File: src/rtl/vic_pkg.sv
package vic_pkg;
  localparam int REG_AW      = 10;
  localparam int CTRL_EN_BIT = 5;
  localparam int ID_BYTES    = 4;

  localparam logic [REG_AW-1:0] W_IRQ_STAT  = 10'd0;
  localparam logic [REG_AW-1:0] W_FIQ_STAT  = 10'd1;
  localparam logic [REG_AW-1:0] W_RAW       = 10'd2;
  localparam logic [REG_AW-1:0] W_SELECT    = 10'd3;
  localparam logic [REG_AW-1:0] W_EN_SET    = 10'd4;
  localparam logic [REG_AW-1:0] W_EN_CLR    = 10'd5;
  localparam logic [REG_AW-1:0] W_SOFT_SET  = 10'd6;
  localparam logic [REG_AW-1:0] W_SOFT_CLR  = 10'd7;
  localparam logic [REG_AW-1:0] W_PROT      = 10'd8;
  localparam logic [REG_AW-1:0] W_CUR_VEC   = 10'd12;
  localparam logic [REG_AW-1:0] W_DEF_VEC   = 10'd13;
  localparam logic [REG_AW-1:0] W_SLOT_ADDR = 10'd64;
  localparam logic [REG_AW-1:0] W_SLOT_CTRL = 10'd128;
  localparam logic [REG_AW-1:0] W_TEST      = 10'd192;
  localparam logic [REG_AW-1:0] W_ID0       = 10'd1016;
endpackage

File: src/rtl/vic_src_regs.sv
module vic_src_regs
  import vic_pkg::*;
#(
  parameter int NUM_SRC = 32,
  parameter int DATA_W  = 32
) (
  input  logic               clk,
  input  logic               rst_n,
  input  logic               wr_stb,
  input  logic [REG_AW-1:0]  waddr,
  input  logic [DATA_W-1:0]  wdata,
  input  logic [NUM_SRC-1:0] src_in,
  output logic [NUM_SRC-1:0] en_q,
  output logic [NUM_SRC-1:0] sel_q,
  output logic [NUM_SRC-1:0] soft_q,
  output logic [NUM_SRC-1:0] raw,
  output logic [NUM_SRC-1:0] irq_stat,
  output logic [NUM_SRC-1:0] fiq_stat,
  output logic               prot_q,
  output logic               test_q
);
  logic [NUM_SRC-1:0] en_d, sel_d, soft_d, wbits;
  logic               prot_d, test_d;

  assign wbits = wdata[NUM_SRC-1:0];

  always_comb begin
    en_d   = en_q;
    sel_d  = sel_q;
    soft_d = soft_q;
    prot_d = prot_q;
    test_d = test_q;
    case (waddr)
      W_SELECT:   sel_d  = wbits;
      W_EN_SET:   en_d   = en_q | wbits;
      W_EN_CLR:   en_d   = en_q & ~wbits;
      W_SOFT_SET: soft_d = soft_q | wbits;
      W_SOFT_CLR: soft_d = soft_q & ~wbits;
      W_PROT:     prot_d = wdata[0];
      W_TEST:     test_d = wdata[0];
      default: ;
    endcase
  end

  always_ff @(posedge clk or negedge rst_n) begin
    if (!rst_n) begin
      en_q   <= '0;
      sel_q  <= '0;
      soft_q <= '0;
      prot_q <= 1'b0;
      test_q <= 1'b0;
    end else if (wr_stb) begin
      en_q   <= en_d;
      sel_q  <= sel_d;
      soft_q <= soft_d;
      prot_q <= prot_d;
      test_q <= test_d;
    end
  end

  assign raw      = src_in | soft_q;
  assign irq_stat = raw & en_q & ~sel_q;
  assign fiq_stat = raw & en_q & sel_q;
endmodule

File: src/rtl/vic_slot_bank.sv
module vic_slot_bank
  import vic_pkg::*;
#(
  parameter int NUM_SLOT = 16,
  parameter int NUM_SRC  = 32,
  parameter int DATA_W   = 32,
  localparam int SLOT_W  = $clog2(NUM_SLOT),
  localparam int SRC_W   = $clog2(NUM_SRC),
  localparam int PRI_W   = SLOT_W + 1
) (
  input  logic                             clk,
  input  logic                             rst_n,
  input  logic                             wr_stb,
  input  logic [REG_AW-1:0]                waddr,
  input  logic [DATA_W-1:0]                wdata,
  input  logic [NUM_SRC-1:0]               irq_stat,
  input  logic [PRI_W-1:0]                 cur_pri,
  output logic [NUM_SLOT-1:0][DATA_W-1:0]  slot_addr,
  output logic [NUM_SLOT-1:0]              slot_en,
  output logic [NUM_SLOT-1:0][SRC_W-1:0]   slot_src,
  output logic                             hit,
  output logic [SLOT_W-1:0]                hit_idx,
  output logic [DATA_W-1:0]                hit_addr
);
  logic [NUM_SLOT-1:0] slot_match;

  for (genvar i = 0; i < NUM_SLOT; i++) begin : g_slot
    logic addr_ld, ctrl_ld;
    assign addr_ld = wr_stb && (waddr == W_SLOT_ADDR + REG_AW'(i));
    assign ctrl_ld = wr_stb && (waddr == W_SLOT_CTRL + REG_AW'(i));

    always_ff @(posedge clk or negedge rst_n) begin
      if (!rst_n) begin
        slot_addr[i] <= '0;
      end else if (addr_ld) begin
        slot_addr[i] <= wdata;
      end
    end

    always_ff @(posedge clk or negedge rst_n) begin
      if (!rst_n) begin
        slot_en[i]  <= 1'b0;
        slot_src[i] <= '0;
      end else if (ctrl_ld) begin
        slot_en[i]  <= wdata[CTRL_EN_BIT];
        slot_src[i] <= wdata[SRC_W-1:0];
      end
    end

    assign slot_match[i] = slot_en[i] && irq_stat[slot_src[i]] &&
                           (PRI_W'(i) < cur_pri);
  end

  always_comb begin
    hit_idx = '0;
    for (int j = NUM_SLOT - 1; j >= 0; j--) begin
      if (slot_match[j]) hit_idx = SLOT_W'(j);
    end
  end

  assign hit      = |slot_match;
  assign hit_addr = slot_addr[hit_idx];
endmodule

File: src/rtl/vic_prio_stack.sv
module vic_prio_stack #(
  parameter int DEPTH    = 17,
  parameter int PRI_W    = 5,
  parameter int IDLE_PRI = 16,
  localparam int CNT_W   = $clog2(DEPTH + 1)
) (
  input  logic             clk,
  input  logic             rst_n,
  input  logic             push,
  input  logic [PRI_W-1:0] push_pri,
  input  logic             pop,
  output logic [PRI_W-1:0] cur_pri,
  output logic [CNT_W-1:0] cnt_q
);
  logic [DEPTH-1:0][PRI_W-1:0] mem_q;
  logic [CNT_W-1:0]            cnt_d, top;
  logic                        do_push, do_pop;

  assign do_push = push && (cnt_q < CNT_W'(DEPTH));
  assign do_pop  = pop && !push && (cnt_q != '0);
  assign top     = cnt_q - CNT_W'(1);

  always_comb begin
    cnt_d = cnt_q;
    if (do_push)     cnt_d = cnt_q + CNT_W'(1);
    else if (do_pop) cnt_d = top;
  end

  always_ff @(posedge clk or negedge rst_n) begin
    if (!rst_n) begin
      cnt_q <= '0;
    end else if (do_push || do_pop) begin
      cnt_q <= cnt_d;
    end
  end

  always_ff @(posedge clk or negedge rst_n) begin
    if (!rst_n) begin
      mem_q <= '0;
    end else if (do_push) begin
      mem_q[cnt_q] <= push_pri;
    end
  end

  assign cur_pri = (cnt_q == '0) ? PRI_W'(IDLE_PRI) : mem_q[top];
endmodule

File: src/rtl/vec_irq_ctrl.sv
module vec_irq_ctrl
  import vic_pkg::*;
#(
  parameter int          NUM_SRC  = 32,
  parameter int          NUM_SLOT = 16,
  parameter int          DATA_W   = 32,
  parameter logic [31:0] CELL_ID  = 32'h0005_A1C3
) (
  input  logic               clk,
  input  logic               rst_n,
  input  logic               bus_req,
  input  logic               bus_wr,
  input  logic [REG_AW-1:0]  bus_waddr,
  input  logic [DATA_W-1:0]  bus_wdata,
  output logic [DATA_W-1:0]  bus_rdata,
  input  logic [NUM_SRC-1:0] src_in,
  output logic               irq_out,
  output logic               fiq_out
);
  localparam int SLOT_W      = $clog2(NUM_SLOT);
  localparam int SRC_W       = $clog2(NUM_SRC);
  localparam int PRI_W       = SLOT_W + 1;
  localparam int STACK_DEPTH = NUM_SLOT + 1;
  localparam int CNT_W       = $clog2(STACK_DEPTH + 1);

  logic [1:0] rst_pipe;
  logic       rst_core_n;

  always_ff @(posedge clk or negedge rst_n) begin
    if (!rst_n) rst_pipe <= '0;
    else        rst_pipe <= {rst_pipe[0], 1'b1};
  end
  assign rst_core_n = rst_pipe[1];

  logic wr_stb, rd_stb, vec_rd, vec_ack;
  assign wr_stb  = bus_req && bus_wr;
  assign rd_stb  = bus_req && !bus_wr;
  assign vec_rd  = rd_stb && (bus_waddr == W_CUR_VEC);
  assign vec_ack = wr_stb && (bus_waddr == W_CUR_VEC);

  logic [NUM_SRC-1:0] en_q, sel_q, soft_q, raw, irq_stat, fiq_stat;
  logic               prot_q, test_q;

  vic_src_regs #(.NUM_SRC(NUM_SRC), .DATA_W(DATA_W)) u_src (
    .clk(clk), .rst_n(rst_core_n), .wr_stb(wr_stb), .waddr(bus_waddr),
    .wdata(bus_wdata), .src_in(src_in), .en_q(en_q), .sel_q(sel_q),
    .soft_q(soft_q), .raw(raw), .irq_stat(irq_stat), .fiq_stat(fiq_stat),
    .prot_q(prot_q), .test_q(test_q)
  );

  logic [NUM_SLOT-1:0][DATA_W-1:0] slot_addr;
  logic [NUM_SLOT-1:0]             slot_en;
  logic [NUM_SLOT-1:0][SRC_W-1:0]  slot_src;
  logic                            vec_hit;
  logic [SLOT_W-1:0]               hit_idx;
  logic [DATA_W-1:0]               hit_addr;
  logic [PRI_W-1:0]                cur_pri;
  logic [CNT_W-1:0]                stk_cnt;

  vic_slot_bank #(.NUM_SLOT(NUM_SLOT), .NUM_SRC(NUM_SRC), .DATA_W(DATA_W)) u_bank (
    .clk(clk), .rst_n(rst_core_n), .wr_stb(wr_stb), .waddr(bus_waddr),
    .wdata(bus_wdata), .irq_stat(irq_stat), .cur_pri(cur_pri),
    .slot_addr(slot_addr), .slot_en(slot_en), .slot_src(slot_src),
    .hit(vec_hit), .hit_idx(hit_idx), .hit_addr(hit_addr)
  );

  vic_prio_stack #(.DEPTH(STACK_DEPTH), .PRI_W(PRI_W), .IDLE_PRI(NUM_SLOT)) u_stack (
    .clk(clk), .rst_n(rst_core_n), .push(vec_rd && vec_hit),
    .push_pri(PRI_W'(hit_idx)), .pop(vec_ack), .cur_pri(cur_pri), .cnt_q(stk_cnt)
  );

  logic [DATA_W-1:0] def_addr_q;
  logic              def_ld;
  assign def_ld = wr_stb && (bus_waddr == W_DEF_VEC);

  always_ff @(posedge clk or negedge rst_core_n) begin
    if (!rst_core_n)  def_addr_q <= '0;
    else if (def_ld)  def_addr_q <= bus_wdata;
  end

  logic [REG_AW-1:0] slot_off, ctrl_off, id_off;
  logic [SLOT_W-1:0] a_idx, c_idx;
  logic [1:0]        id_sel;
  assign slot_off = bus_waddr - W_SLOT_ADDR;
  assign ctrl_off = bus_waddr - W_SLOT_CTRL;
  assign id_off   = bus_waddr - W_ID0;
  assign a_idx    = slot_off[SLOT_W-1:0];
  assign c_idx    = ctrl_off[SLOT_W-1:0];
  assign id_sel   = id_off[1:0];

  always_comb begin
    bus_rdata = '0;
    case (bus_waddr)
      W_IRQ_STAT: bus_rdata = DATA_W'(irq_stat);
      W_FIQ_STAT: bus_rdata = DATA_W'(fiq_stat);
      W_RAW:      bus_rdata = DATA_W'(raw);
      W_SELECT:   bus_rdata = DATA_W'(sel_q);
      W_EN_SET:   bus_rdata = DATA_W'(en_q);
      W_SOFT_SET: bus_rdata = DATA_W'(soft_q);
      W_PROT:     bus_rdata = DATA_W'(prot_q);
      W_TEST:     bus_rdata = DATA_W'(test_q);
      W_CUR_VEC:  bus_rdata = vec_hit ? hit_addr : def_addr_q;
      W_DEF_VEC:  bus_rdata = def_addr_q;
      default: begin
        if (slot_off < REG_AW'(NUM_SLOT)) begin
          bus_rdata = slot_addr[a_idx];
        end else if (ctrl_off < REG_AW'(NUM_SLOT)) begin
          bus_rdata = (DATA_W'(slot_en[c_idx]) << CTRL_EN_BIT) |
                      DATA_W'(slot_src[c_idx]);
        end else if (id_off < REG_AW'(ID_BYTES)) begin
          bus_rdata = DATA_W'(CELL_ID[id_sel*8 +: 8]);
        end
      end
    endcase
  end

  assign irq_out = |irq_stat;
  assign fiq_out = |fiq_stat;
endmodule

File: config.mk
export PLATFORM = sky130hd
export DESIGN_NAME = vec_irq_ctrl
export DESIGN_NICKNAME = d
export VERILOG_FILES = /design/src/rtl/vic_pkg.sv /design/src/rtl/vic_src_regs.sv /design/src/rtl/vic_slot_bank.sv /design/src/rtl/vic_prio_stack.sv /design/src/rtl/vec_irq_ctrl.sv
export SDC_FILE = /design/constraint.sdc
export NUM_CORES = 2
export LEC_CHECK = 0
export BUFFER_PORTS_ARGS = -buffer_cell sky130_fd_sc_hd__buf_2
export CAP_MARGIN = 40
export CORE_MARGIN = 2
export CORE_UTILIZATION = 40
export DETAILED_ROUTE_END_ITERATION = 8
export PLACE_DENSITY_LB_ADDON = 0.25
export SKIP_CTS_REPAIR_TIMING = 1
export SLEW_MARGIN = 20
export SYNTH_ARGS = -nofsm -noshare
export SYNTH_HDL_FRONTEND = slang
export SYNTH_HIERARCHICAL = 1
export SYNTH_SLANG_ARGS = --single-unit
File: constraint.sdc
create_clock -name clk -period 27.9 [get_ports clk]
set_input_delay 1.395 -clock clk [delete_from_list [all_inputs] [get_ports clk]]
set_output_delay 1.395 -clock clk [all_outputs]
set_load 0.005 [all_outputs]
==> flow_metrics.tcl <==
set metrics [dict create \
    netlist_area_mm2 0.0497 \
    fin_nets 3894 \
    routedWlPerCell_um 32.1 \
    critPathRequiredTime_ns 26.50 \
    yosysWarningCount 6 \
    ys_ff_latch 830 \
    std_cell_rows 129 \
    totalWireLength_um 177000 \
    dp_hpwl_um 109000 \
    pin_count 112 \
    cts_buffers 95 \
    rsz0062_at_grt "false" \
    grt_pass1_vias 36255 \
    min_to "rst_pipe[1]$_DFF_PN0_" \
    synth_area_leaders "dfrtp_1 (42%), mux2_2 (18%), mux4_2 (16%), mux2i_1 (5.1%), nand2_1 (1.8%)" \
    area_growth_syn_to_layout_pct 11.7 \
    cp_max_fo 55 \
    ir_drop_mv 0.0484 \
    grt_overflow 0 \
    die_h_um 357 \
    synth_common_cells "dfrtp_1 (830), mux2_2 (807), mux4_2 (348), mux2i_1 (253), nand2_1 (238)" \
    hold_depth 0 \
    r2r_slack_ns 20.82 \
    grt_first_pass_wirelength_um 259000 \
    dr_total_vias 36618 \
    worstPathArrival_ns 9.45 \
    start_util_pct 40.3 \
    worst-slew-pin-transition_ns 1.02 \
    io_buffers 111 \
    cts_root_buf "clkbuf_16" \
    startpoint "u_stack/cnt_q[0]$_DFFE_PN0P_" \
    max_cap_violations 0 \
    hold_violations 0 \
    clk_pin_slew_ns 0.06 \
    drc 0 \
    grt_max_degree 163 \
    synth_ff_type "dfrtp_1" \
    clock_latency_ns 0.69 \
    htree_levels 3 \
    critical_path.startpoint_type "flop" \
    fillers 11119 \
    synth_seq_area_share_pct 41.8 \
    r2r_start "u_stack/cnt_q[0]$_DFFE_PN0P_" \
    die_x_um 357 \
    antenna_found_initial 14 \
    synth_top_cell_area_share_pct 41.8 \
    ys_async_sr_fraction_pct 100 \
    place.gp.congestion 0.952 \
    r2r_cells 21 \
    setup_violations 0 \
    yosysMostFrequentCell "dfrtp_1" \
    drv_slew 0 \
    ant_nets 0 \
    drive_above_1_share_pct 42.9 \
    netlist_instances 3848 \
    hold_ws_ns 0.350 \
    clkSinkCount 830 \
    crit_path_end_kind "primary output" \
    slew_headroom_pct 31.8 \
    p_leak_nw 24.2 \
    drtIter0Drc 4227 \
    coreArea_mm2 0.123 \
    synth.distinct_cells 98 \
    track_usage_pct 27.6 \
    max_freq_mhz 92.2 \
    syn_avg_cell_area_um2 12.9 \
    post-route-period-util_pct 38.9 \
    powerDensity_mw_per_mm2 49.5 \
    hold_path_class "reg2reg" \
    status "complete, no violations" \
    hp-start "rst_pipe[0]$_DFF_PN0_" \
    final.setup_skew_ns 0.0434 \
    firstDrtPassIters 8 \
    final_util_pct 45.0 \
    r2r-end "u_stack/mem_q[42]$_DFFE_PN0P_" \
    viasPerCell 6.63 \
    yosysTopAreaCell "dfrtp_1" \
    dieArea_mm2 0.127 \
    min_period_ns 10.85 \
    cts_tree "yes" \
    fin_setup_tns_ns 0 \
    clock_path_buffers 3 \
    synth_edf_count 0 \
    path_class "reg2out" \
]
[critical path: stages, from the launching register on]
cell and delay [ns]:
dfrtp_2 0.56, buf_12 0.25, inv_1 0.10, ha_1 0.55, buf_16 0.22, mux4_2 0.29, nor2b_1 0.14, a211oi_1 0.34
a2111oi_2 0.12, buf_4 0.18, a41o_1 0.24, nand2_1 0.11, nor4b_1 0.08, or3_1 0.40, or4b_4 0.55, a41oi_4 0.22
buf_4 0.57, or2_4 0.57, inv_6 0.33, mux2i_1 0.26, o22ai_1 0.09, or4_1 0.70, mux2i_1 0.22, o22ai_1 0.10
a211oi_1 0.74, nand3_1 0.41, buf_2 0.25
[layout by cell type (no fill, tap or decap), types with 18 or more instances in the layout]
cell type  count
mux2i_1      253
o21ai_0       29
buf_4        118
a41oi_1       59
o2bb2ai_1     34
nor2b_1       19
a211oi_1      42
nor3b_1       38
or2_2         42
a22oi_1       39
mux2_2       807
nor2_1        98
nand3_1       39
clkbuf_16     97
a31oi_1       64
or4_1         33
clkbuf_8      26
buf_2        109
and3_1        40
mux4_2       348
o22ai_1       73
a311oi_1      34
dfrtp_1      828
clkbuf_1      18
nor4_1        23
nand2_1      222
[per-layer routing]
metal | wire length (um) | vias to the layer above | global-route usage (%)
met5 | 77 | - | 0
met3 | 18500 | 472 | 7.65
met4 | 8450 | 12 | 12.1
met2 | 79700 | 2024 | 42.1
met1 | 70600 | 19164 | 36.7
li1 | - | 14946 | -
[cell families (layout without fill, tap and decap cells)]
| logic type | Yosys count | count (layout) | share of synthesized area [%] |
|---|---|---|---|
| muxes | 1410 | 1410 | 39.2 |
| DFF | 830 | 830 | 41.8 |
| and+or+nand+nor | 684 | 684 | 7.38 |
| AOI/OAI and AO/OA | 498 | 498 | 7.68 |
| buffers and inverters | 404 | 434 | 3.52 |
| adders and majority gates | 10 | 10 | 0.252 |
| xor gates and xnor gates | 10 | 10 | 0.176 |
| other | 2 | 13 | 0.0151 |
[flip-flops by register name, indices dropped and copies added, names as in the netlist, 2 cells and up, named ones only]
name	count
u_stack/mem_q	85
def_addr_q	32
rst_pipe	2
u_bank/slot_en	16
u_stack/cnt_q	5
u_bank/slot_src	80
u_bank/slot_addr	512
u_src/sel_q	32
[where the power goes]
part           leakage [nW]  internal [mW]  total (mW)  switching, mW
clock network          1.69          0.836        1.37          0.536
logic                  10.9         0.0483       0.153          0.105
registers              11.6           1.21        1.22         0.0115
total                  24.2           2.10        2.75          0.652
[worst max path at each step]
stage / endpoint / slack, ns / cells past startpoint
finish: bus_rdata[6] / 17.05 / 26
global route: bus_rdata[6] / 16.65 / 27
CTS: bus_rdata[6] / 17.27 / 26
detailed placement: bus_rdata[6] / 18.00 / 26
global placement: bus_rdata[6] / 17.28 / 24
floorplan: def_addr_q[0]$_DFFE_PN0P_ / 3.05 / 0
[per-stage QoR]
step / cells / worst slack (ns) / power [mW] / instance area [um^2]
2_1_floorplan: 3855 / 3.05 / 1.33 / 49700
3_3_place_gp: 5330 / 17.28 / 1.39 / 51700
3_5_place_dp: 5341 / 18.00 / 1.40 / 52000
4_1_cts: 5517 / 17.27 / 2.77 / 55400
5_1_grt: 5525 / 16.65 / 2.84 / 55500
6_report: 5526 / 17.05 / 2.75 / 55500
[final cells by class]
| class | count | area [um^2] | share of cell area (%) |
|---|---|---|---|
| Inverter | 14 | 57.6 | 0.104 |
| Tap cell | 1637 | 2050 | 3.69 |
| Sequential cell | 830 | 20800 | 37.4 |
| Antenna cell | 4 | 10.0 | 0.0180 |
| Multi-Input combinational cell | 2621 | 27400 | 49.3 |
| Timing Repair Buffer | 244 | 1840 | 3.32 |
| Clock inverter | 36 | 602 | 1.08 |
| Clock buffer | 140 | 2840 | 5.11 |
Note: power is estimated with default switching activity, not from simulation.
